## src/rtl/sqw_pkg.sv

```systemverilog
package sqw_pkg;

  typedef enum logic [1:0] {
    CMD_NOP     = 2'b00,
    CMD_HALT    = 2'b01,
    CMD_HALT_TC = 2'b10,
    CMD_START   = 2'b11
  } timerCmd_e;

  // Strobes from control to datapath
  typedef struct packed {
    logic startLoad;   // copy length word into active copy, load high half
    logic reloadHigh;  // reload high half from active length
    logic loadLow;     // load low half from active length
    logic step;        // count down by two
  } dpCtrl_t;

endpackage

```

## src/rtl/sqw_edge.sv

```systemverilog
module sqw_edge #(
  parameter int STAGES = 2
) (
  input  logic clk,
  input  logic rstN,
  input  logic asyncIn,
  output logic fallEdge
);
  logic [STAGES:0] syncQ;

  always_ff @(posedge clk or negedge rstN) begin
    if (!rstN) syncQ <= '1;
    else       syncQ <= {syncQ[STAGES-1:0], asyncIn};
  end

  assign fallEdge = syncQ[STAGES] & ~syncQ[STAGES-1];
endmodule

```

## src/rtl/sqw_datapath.sv

```systemverilog
module sqw_datapath
  import sqw_pkg::*;
#(
  parameter int LEN_W = 14
) (
  input  logic             clk,
  input  logic             rstN,
  input  logic             lenLoWr,
  input  logic             lenHiWr,
  input  logic [7:0]       wrData,
  input  dpCtrl_t          dpCtrl,
  output logic             lenValid,
  output logic             cntAtTerm,
  output logic             modeCont,
  output logic             modePulse,
  output logic [LEN_W:0]   cntVal
);
  localparam int REG_W = LEN_W + 2;
  localparam int CNT_W = LEN_W + 1;
  localparam int HI_W  = REG_W - 8;

  logic [REG_W-1:0] lenReg;
  logic [LEN_W-1:0] actLen;
  logic [1:0]       actMode;
  logic [CNT_W-1:0] cnt;

  function automatic logic [CNT_W-1:0] roundUp(input logic [LEN_W-1:0] n);
    return {1'b0, n} + CNT_W'(n[0]);
  endfunction

  function automatic logic [CNT_W-1:0] roundDown(input logic [LEN_W-1:0] n);
    return {1'b0, n[LEN_W-1:1], 1'b0};
  endfunction

  // Length word keeps its value across reset
  always_ff @(posedge clk) begin
    if (lenLoWr) lenReg[7:0]       <= wrData;
    if (lenHiWr) lenReg[REG_W-1:8] <= wrData[HI_W-1:0];
  end

  always_ff @(posedge clk or negedge rstN) begin
    if (!rstN) begin
      actLen  <= '0;
      actMode <= '0;
      cnt     <= '0;
    end else if (dpCtrl.startLoad) begin
      actLen  <= lenReg[LEN_W-1:0];
      actMode <= lenReg[REG_W-1:REG_W-2];
      cnt     <= roundUp(lenReg[LEN_W-1:0]);
    end else if (dpCtrl.reloadHigh) begin
      cnt <= roundUp(actLen);
    end else if (dpCtrl.loadLow) begin
      cnt <= roundDown(actLen);
    end else if (dpCtrl.step) begin
      cnt <= cnt - CNT_W'(2);
    end
  end

  assign lenValid  = |lenReg[LEN_W-1:1];
  assign cntAtTerm = (cnt == CNT_W'(2));
  assign modeCont  = actMode[0];
  assign modePulse = actMode[1];
  assign cntVal    = cnt;
endmodule

```

## src/rtl/sqw_control.sv

```systemverilog
module sqw_control
  import sqw_pkg::*;
(
  input  logic    clk,
  input  logic    rstN,
  input  logic    fallEdge,
  input  logic    cmdWr,
  input  logic [1:0] cmd,
  input  logic    flagClr,
  input  logic    lenValid,
  input  logic    cntAtTerm,
  input  logic    modeCont,
  input  logic    modePulse,
  output dpCtrl_t dpCtrl,
  output logic    running,
  output logic    timerOut,
  output logic    tcFlag
);
  logic lowHalf, pending, haltAtTc;
  logic runNext, lowNext, pendNext, haltNext, flagSet;

  always_comb begin
    dpCtrl   = '0;
    runNext  = running;
    lowNext  = lowHalf;
    pendNext = pending;
    haltNext = haltAtTc;
    flagSet  = 1'b0;

    if (running && fallEdge) begin
      if (!cntAtTerm) begin
        dpCtrl.step = 1'b1;
      end else if (!lowHalf) begin
        dpCtrl.loadLow = 1'b1;
        lowNext        = 1'b1;
      end else begin
        flagSet  = 1'b1;
        lowNext  = 1'b0;
        pendNext = 1'b0;
        haltNext = 1'b0;
        if (pending) begin
          if (lenValid) dpCtrl.startLoad = 1'b1;
          else          runNext = 1'b0;
        end else if (haltAtTc) begin
          runNext = 1'b0;
        end else if (modeCont) begin
          dpCtrl.reloadHigh = 1'b1;
        end else begin
          runNext = 1'b0;
        end
      end
    end

    if (cmdWr) begin
      case (cmd)
        CMD_HALT: runNext = 1'b0;
        CMD_HALT_TC: begin
          if (runNext) begin
            haltNext = 1'b1;
            pendNext = 1'b0;
          end
        end
        CMD_START: begin
          if (!runNext) begin
            if (lenValid) begin
              dpCtrl           = '0;
              dpCtrl.startLoad = 1'b1;
              runNext          = 1'b1;
              lowNext          = 1'b0;
            end
          end else begin
            pendNext = 1'b1;
            haltNext = 1'b0;
          end
        end
        default: ;
      endcase
    end

    if (!runNext) begin
      lowNext  = 1'b0;
      pendNext = 1'b0;
      haltNext = 1'b0;
    end
  end

  always_ff @(posedge clk or negedge rstN) begin
    if (!rstN) begin
      running  <= 1'b0;
      lowHalf  <= 1'b0;
      pending  <= 1'b0;
      haltAtTc <= 1'b0;
      tcFlag   <= 1'b0;
    end else begin
      running  <= runNext;
      lowHalf  <= lowNext;
      pending  <= pendNext;
      haltAtTc <= haltNext;
      if (flagSet)      tcFlag <= 1'b1;
      else if (flagClr) tcFlag <= 1'b0;
    end
  end

  assign timerOut = modePulse ? ~(running & lowHalf & cntAtTerm)
                              : ~(running & lowHalf);
endmodule

```

## src/rtl/sqw_timer.sv

```systemverilog
module sqw_timer
  import sqw_pkg::*;
#(
  parameter int LEN_W       = 14,
  parameter int SYNC_STAGES = 2
) (
  input  logic       clk,
  input  logic       rstN,
  input  logic       timerIn,
  input  logic       lenLoWr,
  input  logic       lenHiWr,
  input  logic [7:0] wrData,
  input  logic       cmdWr,
  input  logic [1:0] cmd,
  input  logic       flagClr,
  output logic       timerOut,
  output logic       tcFlag
);
  dpCtrl_t        dpCtrl;
  logic           fallEdge, running;
  logic           lenValid, cntAtTerm, modeCont, modePulse;
  logic [LEN_W:0] cntVal;

  sqw_edge #(.STAGES(SYNC_STAGES)) i_edge (
    .clk(clk), .rstN(rstN), .asyncIn(timerIn), .fallEdge(fallEdge)
  );

  sqw_datapath #(.LEN_W(LEN_W)) i_dp (
    .clk(clk), .rstN(rstN), .lenLoWr(lenLoWr), .lenHiWr(lenHiWr),
    .wrData(wrData), .dpCtrl(dpCtrl), .lenValid(lenValid),
    .cntAtTerm(cntAtTerm), .modeCont(modeCont), .modePulse(modePulse),
    .cntVal(cntVal)
  );

  sqw_control i_ctl (
    .clk(clk), .rstN(rstN), .fallEdge(fallEdge), .cmdWr(cmdWr), .cmd(cmd),
    .flagClr(flagClr), .lenValid(lenValid), .cntAtTerm(cntAtTerm),
    .modeCont(modeCont), .modePulse(modePulse), .dpCtrl(dpCtrl),
    .running(running), .timerOut(timerOut), .tcFlag(tcFlag)
  );
endmodule

```

## config.mk

```make
export PLATFORM = sky130hd
export DESIGN_NAME = sqw_timer
export DESIGN_NICKNAME = d
export VERILOG_FILES = /design/src/rtl/sqw_pkg.sv /design/src/rtl/sqw_edge.sv /design/src/rtl/sqw_datapath.sv /design/src/rtl/sqw_control.sv /design/src/rtl/sqw_timer.sv
export SDC_FILE = /design/constraint.sdc
export NUM_CORES = 1
export LEC_CHECK = 0
export ABC_CLOCK_PERIOD_IN_PS = 4200
export BUFFER_PORTS_ARGS = -buffer_cell sky130_fd_sc_hd__buf_2
export CORE_MARGIN = 4
export CORE_UTILIZATION = 33
export CTS_BUF_LIST = sky130_fd_sc_hd__clkbuf_2
export CTS_CLUSTER_DIAMETER = 200
export DETAILED_ROUTE_END_ITERATION = 10
export GPL_TIMING_DRIVEN = 0
export SYNTH_ARGS = -nofsm -noshare
export SYNTH_HDL_FRONTEND = slang
export SYNTH_HIERARCHICAL = 1
export SYNTH_SLANG_ARGS = --single-unit
```

## constraint.sdc

```tcl
create_clock -name clk -period 4.2 [get_ports clk]
set_input_delay 0.42 -clock clk [delete_from_list [all_inputs] [get_ports clk]]
set_output_delay 0.42 -clock clk [all_outputs]
set_load 0.02 [all_outputs]
```

## Word level (Yosys, flattened, before mapping)

Index checks and enable logic that the tools add are counted.

- Bits in writable memories: 0
- Bits in registers: 55
- Bits of input ports: 17
- Memories: 0
- Memory bits (read-only): 0
- Bits in latches: 0
- Output and inout port bits: 2

- Multiplexer cells: 57
- Shift operators: 0
- Bitwise logic cells: 6
- Reduce and logical (&&, ||, !) cells: 4
- Multipliers: 0
- Div/mod/pow operators: 0
- $lt $le $gt $ge: 0
- Eq/ne operators: 4
- $add $sub $neg: 3

Operators with widths:

| operator | count |
|---|---|
| 15-bit two-way mux | 4 |
| 1-bit two-way mux | 43 |
| 14-bit by 1-bit adder with 15-bit output | 2 |
| 4-bit two-way mux | 5 |
| 15-bit by 2-bit equality test with 1-bit output (second input constant) | 1 |
| 15-bit by 2-bit subtractor with 15-bit output (second input constant) | 1 |
| 13-bit OR reduction | 1 |
| 1-bit case mux with 2 select lines | 3 |
| 2-bit equality test (second input constant) | 2 |
| 4-bit nonzero test | 1 |
| 1-bit bitwise AND | 3 |
| 3-bit two-way mux | 1 |
| 1-bit inverter | 3 |
| 2-bit by 1-bit equality test with 1-bit output (second input constant) | 1 |
| 2-bit two-way mux | 1 |
| 2-bit nonzero test | 1 |
| 1-bit logical AND | 1 |

## Longest topological paths before layout

- Word-level depth: 14
- Gate-level depth with buffers: 15

## Cells and area by module

The synthesis kept the hierarchy.

Modules (own cells, without submodules):

| module | cells an instance | instances | area each (um^2) |
|---|---|---|---|
| sqw_datapath | 274 | 1 | 2680.1 |
| sqw_control | 48 | 1 | 412.9 |
| sqw_edge | 4 | 1 | 92.6 |

## Worst setup path before layout

Ideal clock, no wire load.

- Kind: reg2reg
- Start point: register i_dp.cnt[5], in the netlist i_dp/cntVal[5]
- End point: register i_dp.cnt[2], in the netlist i_dp/cntVal[2]
- Required time: 4.075 ns
- Cell stages (with the launch flop): 14
- Buffers on the path: 3
- Setup time: 0.125 ns
- Path slack: 0.695 ns
- Period minus slack after synthesis: 3.505 ns
- Arrival time: 3.380 ns
- Path through: dfrtp_1 -> nor4_4 -> nand4_1 -> nor3_1 -> and3b_1 -> a31oi_4 -> nor3b_2 -> nor3b_2 -> buf_2 -> or2_1 -> buf_2 -> or3_1 -> buf_2 -> mux2_4

RTL lines:

| element | line | text |
|---|---|---|
| start, declared | sqw_datapath.sv:25 | `logic [CNT_W-1:0] cnt;` |
| start signal, assigned | sqw_datapath.sv:49 | `cnt <= roundUp(lenReg[LEN_W-1:0]);` |
| start signal, assigned | sqw_datapath.sv:51 | `cnt <= roundUp(actLen);` |
| start signal, assigned | sqw_datapath.sv:53 | `cnt <= roundDown(actLen);` |

==> results_dict.tcl <==
set metrics [dict create \
    status "complete, no violations" \
    p_int_mw 0.994 \
    dp_hpwl_um 5560 \
    fin_crit_sh_pct 92.8 \
    vdd.ir_drop.worst_mv 0.210 \
    clkPwrFrac_pct 14.2 \
    cp-start-kind "flop" \
    max_freq_mhz 257 \
    grt_pass1_wl_um 12300 \
    io_pins 19 \
    coreArea_um2 9280 \
    drtIter0Drc 282 \
    tns_ns 0 \
    antenna_left 0 \
    grt_max_degree 39 \
    cts_buffer_depth 2 \
    crit_arrival_ns 4.30 \
    setup_viol 0 \
    num_rows 35 \
    rsz0062_at_grt "false" \
    synthCells 324 \
    first_pass_iters 4 \
    vias_per_cell 5.27 \
    root_buffer "clkbuf_2" \
    die_width_um 106 \
    critPathMaxFanout 10 \
    hold_path_class "in2async" \
    wl_met1_um 3480 \
    relSlewSlack_pct 41.6 \
    syn2layout_area_growth_pct 10.2 \
    place_congestion 0.911 \
    drc 0 \
    startpoint "i_dp/cntVal[5]" \
    fin_ws_ns 0.302 \
    cts_tree "built" \
    htreeDepth 2 \
    final_hold_viol_count 0 \
    tightest_slew_ns 0.876 \
    grt_pass1_vias 2392 \
    worstSetupPathType "reg2reg" \
    fin_nets 372 \
    dp_slack_ns 0.104 \
    wl_met2_um 3480 \
    slew_violations 0 \
    clk_pin_slew_ns 0.31 \
    crit_required_ns 4.60 \
    seq_power_share_pct 53.0 \
    post-cts-setup-buffer-count 0 \
    syn-num-nets 346 \
    antenna_found_initial 1 \
    maxCapViolations 0 \
    dr_total_vias 2534 \
    post_drt_wl_per_cell_um 15.5 \
    top_layer "met4" \
    syn-cell-area_um2 3170 \
    dieHeight_um 106 \
    worst_r2r_startpoint "i_dp/cntVal[5]" \
    cts_buffers 5 \
    initial_core_util_pct 34.2 \
    wirelength_um 7460 \
    design.die.area_um2 11300 \
    crit_path_end_kind "flop" \
    power_leakage_nw 1.30 \
    drive_above_1_share_pct 18.8 \
    portBuffers 18 \
    p_switching_mw 0.650 \
    skew_ns 0.0257 \
    fin_crit_ns 3.90 \
    wl_met3_um 383 \
    clock-sinks 54 \
    grt.overflow.total 0 \
    power.density_nw_per_um2 470 \
    avgSynthCellArea_um2 9.80 \
    pwr-share-comb_pct 32.8 \
    p_sw_share_pct 39.5 \
    fill_cells 972 \
    yosysWarnings 6 \
    clk_latency_ns 0.46 \
    gr-usage-all-layers_pct 13.5 \
]
==> through the flow <==
stage               hold WS, ns  instance area, um2  util [%]  power (mW)  cells
floorplan                 0.124                3170         -        1.25    324
global placement          0.347                3430      36.9        1.39    471
detailed placement        0.347                3430      36.9        1.41    471
CTS                      0.0323                3490      37.6        1.64    480
global route             0.0190                3500      37.7        1.76    481
finish                   0.0159                3500      37.7        1.64    481
==> worst max-delay path, cell delays in order (launching register included) <==
cell,delay (ns)
dfrtp_1,0.50
nor4_4,0.60
nand4_1,0.19
nor3_2,0.43
and3b_1,0.28
a31oi_4,0.10
nor3b_2,0.26
nor3b_2,0.07
buf_2,0.19
or2_1,0.23
buf_2,0.18
or3_1,0.31
buf_2,0.18
o32ai_1,0.14
a31oi_1,0.08
o31ai_1,0.10
==> worst paths after layout <==
kind	endpoint	slack [ns]	cells past startpoint
setup / recovery	i_dp/cntVal[14]	0.30	15
hold / removal	i_ctl/pending	0.02	1
setup reg to reg	i_dp/cntVal[14]	0.30	15
hold reg to reg	i_edge/syncQ[1]	0.38	0
max in group asynchronous	i_dp/actLen[7]	3.63	1
min in group clk	i_ctl/tcFlag	0.08	2
==> layer usage <==
metal	vias up	GRT usage, %
li1	1235	-
met1	1191	18.9
met2	97	22.1
met3	11	1.34
met4	0	4.35
met5	-	0
==> state kept, by name, indices dropped and copies added (netlist names) <==
signal,cells
i_ctl/haltAtTc,1
i_edge/syncQ,3
i_dp/actMode,2
i_ctl/tcFlag,1
i_dp/cntVal,14
i_ctl/running,1
i_ctl/pending,1
i_dp/lenReg,16
i_ctl/lowHalf,1
i_dp/actLen,14
==> cells in the final DEF, fill, tap and decap left out, drive strengths merged, types with 5 or more instances in the layout <==
cell type,instances
clkbuf,11
nor4,9
o21ai,22
nor3,13
nand2,29
dfrtp,35
nand4,10
nor2,24
ha,5
inv,18
xnor2,19
edfxtp,16
a21oi,15
mux2,14
buf,27
xor2,5
nand3,17
==> repair_timing <==
item / CTS / global route
endpoints found under the setup margin: 0 / 14
hold buffers: 1 / 0
endpoints found under the hold margin: 1 / 0
resized for setup: 0 / 2
==> final cells by class <==
class                   instances  area [um2]  share of cell area, %
flip-flops and latches         54        1440                   41.0
well taps                     129         161                   4.61
multi-input cells             239        1620                   46.3
repair buffers                 19         100                   2.86
inverters                      16        60.1                   1.72
clock buffers                   5        25.0                  0.715
clock inverters                 3        28.8                  0.822
diodes                          1        2.50                 0.0715
plain buffers                  15        67.6                   1.93
==> power groups by stage <==
| stage | clock network (mW) | logic, mW | registers, mW |
|---|---|---|---|
| finish | 0.233 | 0.540 | 0.871 |
| global route | 0.270 | 0.597 | 0.897 |
| CTS | 0.241 | 0.533 | 0.866 |
| detailed placement | 0 | 0.527 | 0.880 |
| global placement | 0 | 0.522 | 0.871 |
| floorplan | 0 | 0.420 | 0.830 |
No activity file was read; power rests on OpenSTA's default activity.
